### config.mk
export PLATFORM = sky130hd
export DESIGN_NAME = cfg_window_regs
export DESIGN_NICKNAME = d
export VERILOG_FILES = /design/src/rtl/cfg_window_regs.sv
export SDC_FILE = /design/constraint.sdc
export NUM_CORES = 1
export LEC_CHECK = 0
export CORE_MARGIN = 4
export CORE_UTILIZATION = 40
export DETAILED_ROUTE_END_ITERATION = 6
export HOLD_SLACK_MARGIN = 0.08
export PLACE_DENSITY_LB_ADDON = 0.05
export SYNTH_ARGS = -nofsm -noshare
export SYNTH_HDL_FRONTEND = slang
export SYNTH_SLANG_ARGS = --single-unit
export TNS_END_PERCENT = 30
### constraint.sdc
create_clock -name clk -period 3.1 [get_ports clk]
set_clock_uncertainty 0.05 [all_clocks]
set_input_delay 0.465 -clock clk [delete_from_list [all_inputs] [get_ports clk]]
set_output_delay 0.465 -clock clk [all_outputs]
set_load 0.03 [all_outputs]
### src/rtl/cfg_window_regs.sv
module cfg_window_regs #(
  parameter logic [15:0] CMD_RST0 = 16'h01F0,
  parameter logic [15:0] CMD_RST1 = 16'h0170,
  parameter logic [15:0] CTL_RST0 = 16'h03F6,
  parameter logic [15:0] CTL_RST1 = 16'h0376,
  parameter logic [7:0]  GEN_RST  = 8'h01,
  parameter logic [7:0]  DTIM_RST = 8'hF5,
  parameter logic [7:0]  CTIM_RST = 8'hDE,
  parameter logic [7:0]  PTR_RST  = 8'h50
) (
  input  logic        clk,
  input  logic        rst_n,
  input  logic        ptr_wr,
  input  logic [7:0]  ptr_wdata,
  output logic [7:0]  ptr_rdata,
  input  logic        dat_wr,
  input  logic        dat_rd,
  input  logic [15:0] dat_wdata,
  output logic [15:0] dat_rdata,
  output logic        post_wait,
  output logic        burst_off,
  output logic        devsel_medium,
  output logic [31:0] cmd_base,
  output logic [31:0] ctl_base,
  output logic [15:0] gen_cfg,
  output logic [15:0] data_timing,
  output logic [15:0] cmd_timing,
  output logic [19:0] ra_count,
  output logic [1:0]  ra_enable,
  output logic [1:0]  mode4_en,
  output logic [1:0]  fifo_clr
);
  localparam logic [2:0] LAST_IDX = 3'd6;

  logic [7:0]  ptr_q;
  logic [15:0] cmd_q [2];
  logic [15:0] ctl_q [2];
  logic [7:0]  gen_q [2];
  logic [7:0]  dt_q  [2];
  logic [7:0]  ct_q  [2];
  logic [9:0]  ra_q  [2];
  logic [1:0]  raen_q, m4_q, clr_q;

  wire [2:0] idx   = ptr_q[2:0];
  wire       bank  = ptr_q[3];
  wire       valid = (idx <= LAST_IDX);
  wire       acc   = (dat_wr | dat_rd) & valid;
  wire       wr    = dat_wr & valid;
  wire [2:0] nxt   = (idx == LAST_IDX) ? 3'd0 : idx + 3'd1;

  always_ff @(posedge clk) begin
    if (!rst_n) begin
      ptr_q  <= PTR_RST;
      cmd_q[0] <= CMD_RST0; cmd_q[1] <= CMD_RST1;
      ctl_q[0] <= CTL_RST0; ctl_q[1] <= CTL_RST1;
      gen_q[0] <= GEN_RST;  gen_q[1] <= GEN_RST;
      dt_q[0]  <= DTIM_RST; dt_q[1]  <= DTIM_RST;
      ct_q[0]  <= CTIM_RST; ct_q[1]  <= CTIM_RST;
      ra_q[0]  <= '0;       ra_q[1]  <= '0;
      raen_q <= '0;
      m4_q   <= '0;
      clr_q  <= '0;
    end else begin
      clr_q <= '0;
      if (ptr_wr)
        ptr_q <= ptr_wdata;
      else if (acc && ptr_q[7])
        ptr_q[2:0] <= nxt;
      if (wr) begin
        case (idx)
          3'd0: cmd_q[bank] <= dat_wdata;
          3'd1: gen_q[bank] <= dat_wdata[7:0];
          3'd2: ra_q[bank][7:0] <= dat_wdata[7:0];
          3'd3: begin
            raen_q[bank]     <= dat_wdata[7];
            clr_q[bank]      <= dat_wdata[6];
            m4_q[bank]       <= dat_wdata[4];
            ra_q[bank][9:8]  <= dat_wdata[1:0];
          end
          3'd4: ctl_q[bank] <= dat_wdata;
          3'd5: dt_q[bank]  <= dat_wdata[7:0];
          3'd6: ct_q[bank]  <= dat_wdata[7:0];
          default: ;
        endcase
      end
    end
  end

  always_comb begin
    case (idx)
      3'd0:    dat_rdata = cmd_q[bank];
      3'd1:    dat_rdata = {8'h00, gen_q[bank]};
      3'd4:    dat_rdata = ctl_q[bank];
      3'd5:    dat_rdata = {8'h00, dt_q[bank]};
      3'd6:    dat_rdata = {8'h00, ct_q[bank]};
      default: dat_rdata = 16'h0000;
    endcase
  end

  assign ptr_rdata     = {ptr_q[7:6], 1'b0, ptr_q[4:0]};
  assign post_wait     = ptr_q[6];
  assign burst_off     = ptr_q[5];
  assign devsel_medium = ptr_q[4];
  assign cmd_base      = {cmd_q[1], cmd_q[0]};
  assign ctl_base      = {ctl_q[1], ctl_q[0]};
  assign gen_cfg       = {gen_q[1], gen_q[0]};
  assign data_timing   = {dt_q[1], dt_q[0]};
  assign cmd_timing    = {ct_q[1], ct_q[0]};
  assign ra_count      = {ra_q[1], ra_q[0]};
  assign ra_enable     = raen_q;
  assign mode4_en      = m4_q;
  assign fifo_clr      = clr_q;
endmodule


==> out/results.txt, run 1 <==
Flops & latches, synth: 147
Crit path time final: 2.99 ns
GRT Overall Usage: 21.4%
Total grt overflow: 0
Final nets: 735
Met1 GRT Util: 28.4%
Area leader, netlist: edfxtp_1
Placer Congestion: 0.892
R2R depth: 5
Crit Path Class: flop to output pin
Most frequent cells in the layout: 184 x clkdlybuf4s50_1, 132 x edfxtp_1, 71 x and2_1
Final Cycle Share: 96.5%
Max-slew violations: 0
Worst Path Arrival: 2.48 ns
Relative slew slack: 52.6%
Top-Level Pins: 194
DRT iter0 DRCs: 314
CTS tree: yes
Crit path depth: 4
Hold-fix buffers, CTS: 0
GR Layer Usage met2: 34.2%
Total power: 0.00498 W
Number of synthesized flops with an enable pin: 132
Vias per cell: 5.14
F_max: 334 MHz
Drc violations: 0
Clock Sinks: 147
Worst-skew pair later-pin latency: 0.42 ns
Fin. Hold Viols: 0
Leak: 3.35 nW
Area growth, synth to finish: 41.0%
Critical path's top delay family: buffers and inverters
RR Endpoint: ct_q[0][7]$_SDFFCE_PN1P_
Worst Setup End Kind: output pin
Initial Utilization: 40.8%
Clk pin slew, worst setup/hold paths: 0.06 ns
Syn Inst Count: 508
Wire per inst: 21.3 um
Post-synthesis cell area: 0.00674 mm2
Via count of the routed design: 4819
Post-DP HPWL: 14.8 mm
Prevailing post-synth register cell: edfxtp_1
First-pass GRT wire length: 29.7 mm
Tightest Pin Transition: 0.709 ns
Detailed Routing Iterations Pass 1: 5
Die Y-Extent: 138 um
FF-to-FF Start: ptr_q[0]$_SDFFE_PN0P_
Synth area leaders: edfxtp_1 59%, mux2i_1 9.7%, and2_1 6.6%
IO buf count: 192
Power Dens Cells: 524 mW/mm2
Total die area: 0.0190 mm2
# Max-Cap Violations: 0
R2r setup slk: 0.95 ns
Max VDD drop: 349 uV
Vias in the first global route: 4956
Met3 usage: 6.39%
Post-synth cell types: 41
Reg area: 0.00427 mm2
Busiest layer in global routing: met2
Slowest CP cell: clkdlybuf4s50_1
Ys Warns: 0
Total CTS buffers: 17
Worst hold path type: flop to flop
Max H-tree Level: 4
Die X: 138 um
Hold_sp: mode4_en[0]$_SDFFE_PN0P_
Commonest non-fill, non-tap cell in the layout: clkdlybuf4s50_1
Required @ worst endpoint: 2.58 ns
Avg Inst Size Synth: 13.3 um2
Footprint of the multi-input gates: 0.00223 mm2
Core area: 0.0165 mm2
Root Driver: clkbuf_16
Register area share after synthesis: 63.3%
Initial antenna violation count: 0
Finish-stage setup viols: 0
RSZ-0062 raised after global routing: false
DRT Wirelength: 20.0 mm
Placement row count: 47
Fraction of final layout cells sized beyond drive strength 1: 10.5%
Fillers: 1383
Hold endpoint: mode4_en[0]$_SDFFE_PN0P_
Worst path max stage delay: 0.61 ns
Post-synth net total: 538
Setup TNS: 0 ns
Crit path cell chain: mux2i_1 -> o22ai_1 -> or3_1 -> clkdlybuf4s50_1
Max clock buf depth: 2
Status: finished, final reports clean
Worst Hold Depth: 2
Detail Route Antenna Nets: 0
Post-CTS Setup Bufs: 0
Largest net degree at the start of global routing: 22
Post-synth top area share: 58.8%
Critical path launch point type: flop
Crit-path max FO: 21
WP buf/inv: 1
Synth async-reset ratio: 0%
## worst min-delay path, stage by stage (launching register included)
cell and delay [ns]:
dfxtp_1 0.31, nand2_1 0.05, mux2i_1 0.05
## worst max path at each step
stage                           from                   endpoint  slack, ns
6_report                        flop               dat_rdata[7]       0.11
2_1_floorplan  ptr_q[3]$_SDFFE_PN0P_  ctl_q[1][0]$_SDFFCE_PN0P_       0.39
4_1_cts        ptr_q[2]$_SDFFE_PN0P_               dat_rdata[8]       0.06
3_5_place_dp                   rst_n  cmd_q[1][4]$_SDFFCE_PN1P_       0.49
5_1_grt        ptr_q[0]$_SDFFE_PN0P_               dat_rdata[7]       0.02
3_3_place_gp                   rst_n  cmd_q[1][5]$_SDFFCE_PN1P_       0.52
## power breakdown
group          switching [W]  internal (W)
Combinational       0.000459      0.000297
Clock               0.000773       0.00117
Sequential         0.0000506       0.00222
Total                0.00128       0.00369
## sequential cells by signal (all words and copies together) (netlist names), named ones only
name       cells
cmd_q         32
ctl_q         32
ra_q          20
ct_q          16
dt_q          16
gen_q         16
ptr_q          8
fifo_clr       2
mode4_en       2
ra_enable      2
## Yosys cell counts, types with 2 or more instances
cell type and count:
a211oi_1 2, and2_1 71, and3_1 14, buf_2 6, buf_4 9, buf_6 5, clkbuf_1 24, dfxtp_1 15
edfxtp_1 132, inv_1 2, mux2i_1 65, nand2_1 13, nand2b_1 14, nand3b_1 4, nor2_1 16, nor2b_1 4
nor3_1 2, nor3_2 3, o21ai_0 11, o22ai_1 24, or2b_1 3, or3_1 49, or3b_1 2
## metrics by stage
stage | hold WS, ns | area, um2 | setup WS (ns) | instances | util [%]
after global routing | 0.450 | 9500 | 0.0192 | 937 | 57.5
after global placement | 0.395 | 8940 | 0.525 | 906 | 54.1
after detailed placement | 0.400 | 8940 | 0.491 | 906 | 54.1
final | 0.408 | 9500 | 0.107 | 938 | 57.5
after CTS | 0.410 | 9490 | 0.0603 | 937 | 57.4
after floorplan | 0.531 | 6740 | 0.390 | 508 | -
## routing by layer
layer / part of all wire [%] / up-vias
met5: 0 / -
met4: 0.79 / 0
met3: 7.6 / 13
met2: 49 / 186
met1: 42 / 2361
li1: - / 2259
## cell families after synthesis
logic type / after synthesis / share of synthesized area (%)
simple gates: 206 / 19.3
compound gates: 41 / 3.77
flops: 147 / 63.3
mux: 65 / 9.65
buf+inv: 47 / 3.81
fa+ha+maj: 1 / 0.186
other cells: 1 / 0.0556
## layout make-up
cell class / count / share of cell area [%]
diodes: 1 / 0.0263
clock inverters: 11 / 1.19
multi-input cells: 314 / 23.5
flip-flops and latches: 147 / 44.9
clock buffers: 20 / 4.60
well taps: 220 / 2.90
inverters: 2 / 0.0790
repair buffers: 223 / 22.8
## repair_timing
action	in CTS	in global routing
gates resized for setup	0	3
endpoints found under the hold margin	0	0
endpoints found under the setup margin	0	10
(Power assumes the default switching activity.)
==> run 2: changes to the inputs <==
CORE_UTILIZATION = 48   (was 40)
==> out/results.txt, run 2 (same netlist as run 1, synthesis figures left out) <==
Top Registers: cmd_q (32), ctl_q (32), ra_q (20)
GRT Overall Usage: 24.0% (+2.6 points)
Clock Sinks: 147 (unchanged)
Required @ worst endpoint: 2.58 ns (about the same)
Post-CTS Setup Bufs: 0 (unchanged)
Area growth, synth to finish: 41.6%
Net Sw Power: 0.00129 W (+0.40%)
Crit path cell chain: buf_4 -> mux2i_2 -> o22ai_1 -> or3_1 -> clkdlybuf4s50_1
Root Driver: clkbuf_16
Initial Utilization: 48.7% (+8.0 points)
Core area: 0.0138 mm2 (-16%)
Final Cycle Share: 97.9% (+1.3 points)
Die X: 127 um (-8.2%)
Crit path time final: 3.03 ns (+0.0417 ns)
Hold-fix buffers, CTS: 0 (unchanged)
Crit-path max FO: 12 (-43%)
IO buf count: 192 (unchanged)
Post-DP HPWL: 14.0 mm (-5.5%)
Detailed Routing Iterations Pass 1: 5 (unchanged)
Critical path's top delay family: buffers and inverters
Sequential Power Share: 43.4% (-2.3 points)
Final nets: 736 (+0.14%)
FF-to-FF Start: ptr_q[0]$_SDFFE_PN0P_
Hold_sp: ra_enable[1]$_SDFFE_PN0P_
RSZ-0062 raised after global routing: true
F_max: 330 MHz (-1.4%)
Worst-skew pair later-pin latency: 0.41 ns (about the same)
Total grt overflow: 0 (unchanged)
Top-Level Pins: 194 (unchanged)
First-pass GRT wire length: 29.2 mm (-1.4%)
Drc violations: 0 (unchanged)
Die Y-Extent: 127 um (-8.2%)
Total power: 0.00524 W (+5.3%)
Vias per cell: 5.56 (+8.2%)
Fin. Hold Viols: 0 (unchanged)
Busiest layer in global routing: met2
Int Power: 0.00395 W (+7.0%)
DRT Wirelength: 19.3 mm (-3.2%)
Relative slew slack: 54.8% (+2.2 points)
Worst hold path type: flop to flop
Worst Path Arrival: 2.52 ns (+0.04 ns)
Dpl cells: 867 (-4.3%)
Status: finished, final reports clean
Vias in the first global route: 5028 (+1.5%)
DRT iter0 DRCs: 463 (+47%)
Critical path launch point type: flop
Max-slew violations: 0 (unchanged)
Commonest non-fill, non-tap cell in the layout: clkdlybuf4s50_1
WP buf/inv: 2 (+1)
Final Util: 69.0% (+12 points)
Crit Path Class: flop to output pin
Power Dens Cells: 549 mW/mm2 (+4.8%)
Leak: 3.37 nW (+0.68%)
Final hold slack: 0.411 ns (+0.00263 ns)
Met1 GRT Util: 32.1% (+3.7 points)
GR Layer Usage met2: 38.7% (+4.5 points)
Total CTS buffers: 17 (unchanged)
Total die area: 0.0160 mm2 (-16%)
Sw frac: 24.6% (-1.2 points)
Comb power frac: 14.4% (-0.8 points)
CTS tree: yes
Clk pin slew, worst setup/hold paths: 0.06 ns (about the same)
# Max-Cap Violations: 0 (unchanged)
Wire per inst: 21.5 um (+0.96%)
Worst Setup End Kind: output pin
Max H-tree Level: 4 (unchanged)
Placement row count: 43 (-8.5%)
Max clock buf depth: 2 (unchanged)
Tightest Pin Transition: 0.676 ns (-0.0336 ns)
Via count of the routed design: 4996 (+3.7%)
Largest net degree at the start of global routing: 29 (+32%)
Max VDD drop: 339 uV (-3.0%)
Fillers: 975 (-30%)
Fraction of final layout cells sized beyond drive strength 1: 11.0% (+0.53 points)
Initial antenna violation count: 0 (unchanged)
N_diodes: 0 (-1)
Finish-stage setup viols: 0 (unchanged)
Most frequent cells in the layout: 186 x clkdlybuf4s50_1, 132 x edfxtp_1, 71 x and2_1
Worst path max stage delay: 0.60 ns (about the same)
Clk network pwr share: 42.2% (+3.1 points)
Placer Congestion: 0.861 (-3.4%)
Detail Route Antenna Nets: 0 (unchanged)
Met3 usage: 5.52% (-0.88 points)
Slowest CP cell: clkdlybuf4s50_1
Final cell count without fillers: 899 (-4.2%)
## run 2: changes by cell type in the layout (fill, tap and decap cells not counted), moves of 2 or more
| cell | before | now |
|---|---|---|
| mux2i_2 | 0 | 2 |
| mux2i_1 | 65 | 63 |
| bufinv_16 | 2 | 5 |
| clkinv_2 | 3 | 0 |
| clkinvlp_4 | 0 | 2 |
| clkdlybuf4s50_1 | 184 | 186 |
## run 2: what timing repair did
| item | in CTS | in global routing |
|---|---|---|
| endpoints found under the hold margin | 0 | 0 |
| setup endpoints to repair | 0 | 3 |
| resized for setup | 0 | 4 |
## run 2: final timing paths
check	end	slack, ns	depth (start not counted)
setup / recovery	dat_rdata[5]	0.07	5
hold / removal	ra_enable[1]$_SDFFE_PN0P_	0.41	2
setup reg to reg	ctl_q[0][9]$_SDFFCE_PN1P_	1.06	5
hold reg to reg	ra_enable[1]$_SDFFE_PN0P_	0.41	2
## run 2: layout make-up
| class | count | area (um2) | share of cell area (%) |
|---|---|---|---|
| timing repair buffer | 224 | 2160 | 22.7 |
| clock inverter | 13 | 208 | 2.18 |
| sequential | 147 | 4270 | 44.7 |
| inverter | 2 | 7.51 | 0.0787 |
| tap | 180 | 225 | 2.36 |
| multi-input combinational | 314 | 2240 | 23.4 |
| clock buffer | 19 | 433 | 4.54 |
## run 2: metrics by stage
stage	setup TNS [ns]	setup slack, ns	area [um2]
floorplan	0	0.390	6740
global placement	0	0.512	8890
detailed placement	0	0.466	8890
CTS	0	0.0122	9530
global route	-0.0147	-0.0147	9540
finish	0	0.0654	9540
## run 2: per-layer routing
| metal | share of wire [%] | vias up | wire length, um |
|---|---|---|---|
| met1 | 41 | 2462 | 7860 |
| met4 | 2.0 | 0 | 387 |
| met2 | 49 | 246 | 9470 |
| met5 | 0 | - | 0 |
| met3 | 8.4 | 29 | 1620 |
| li1 | - | 2259 | - |
## run 2: worst register-to-register path: cells and delay by family, from the launching register on
family / cells / cell delay, ns
simple gates: 1 / 0.35
flops: 1 / 0.46
buf+inv: 3 / 0.81
compound gates: 1 / 0.11
## run 2: power groups by stage
stage / Sequential, W / Combinational, W / Clock, W
final: 0.00227 / 0.000756 / 0.00221
after floorplan: 0.00243 / 0.000308 / 0
after global routing: 0.00228 / 0.000793 / 0.00231
after CTS: 0.00227 / 0.000758 / 0.00223
after detailed placement: 0.00231 / 0.000756 / 0
after global placement: 0.00231 / 0.000747 / 0
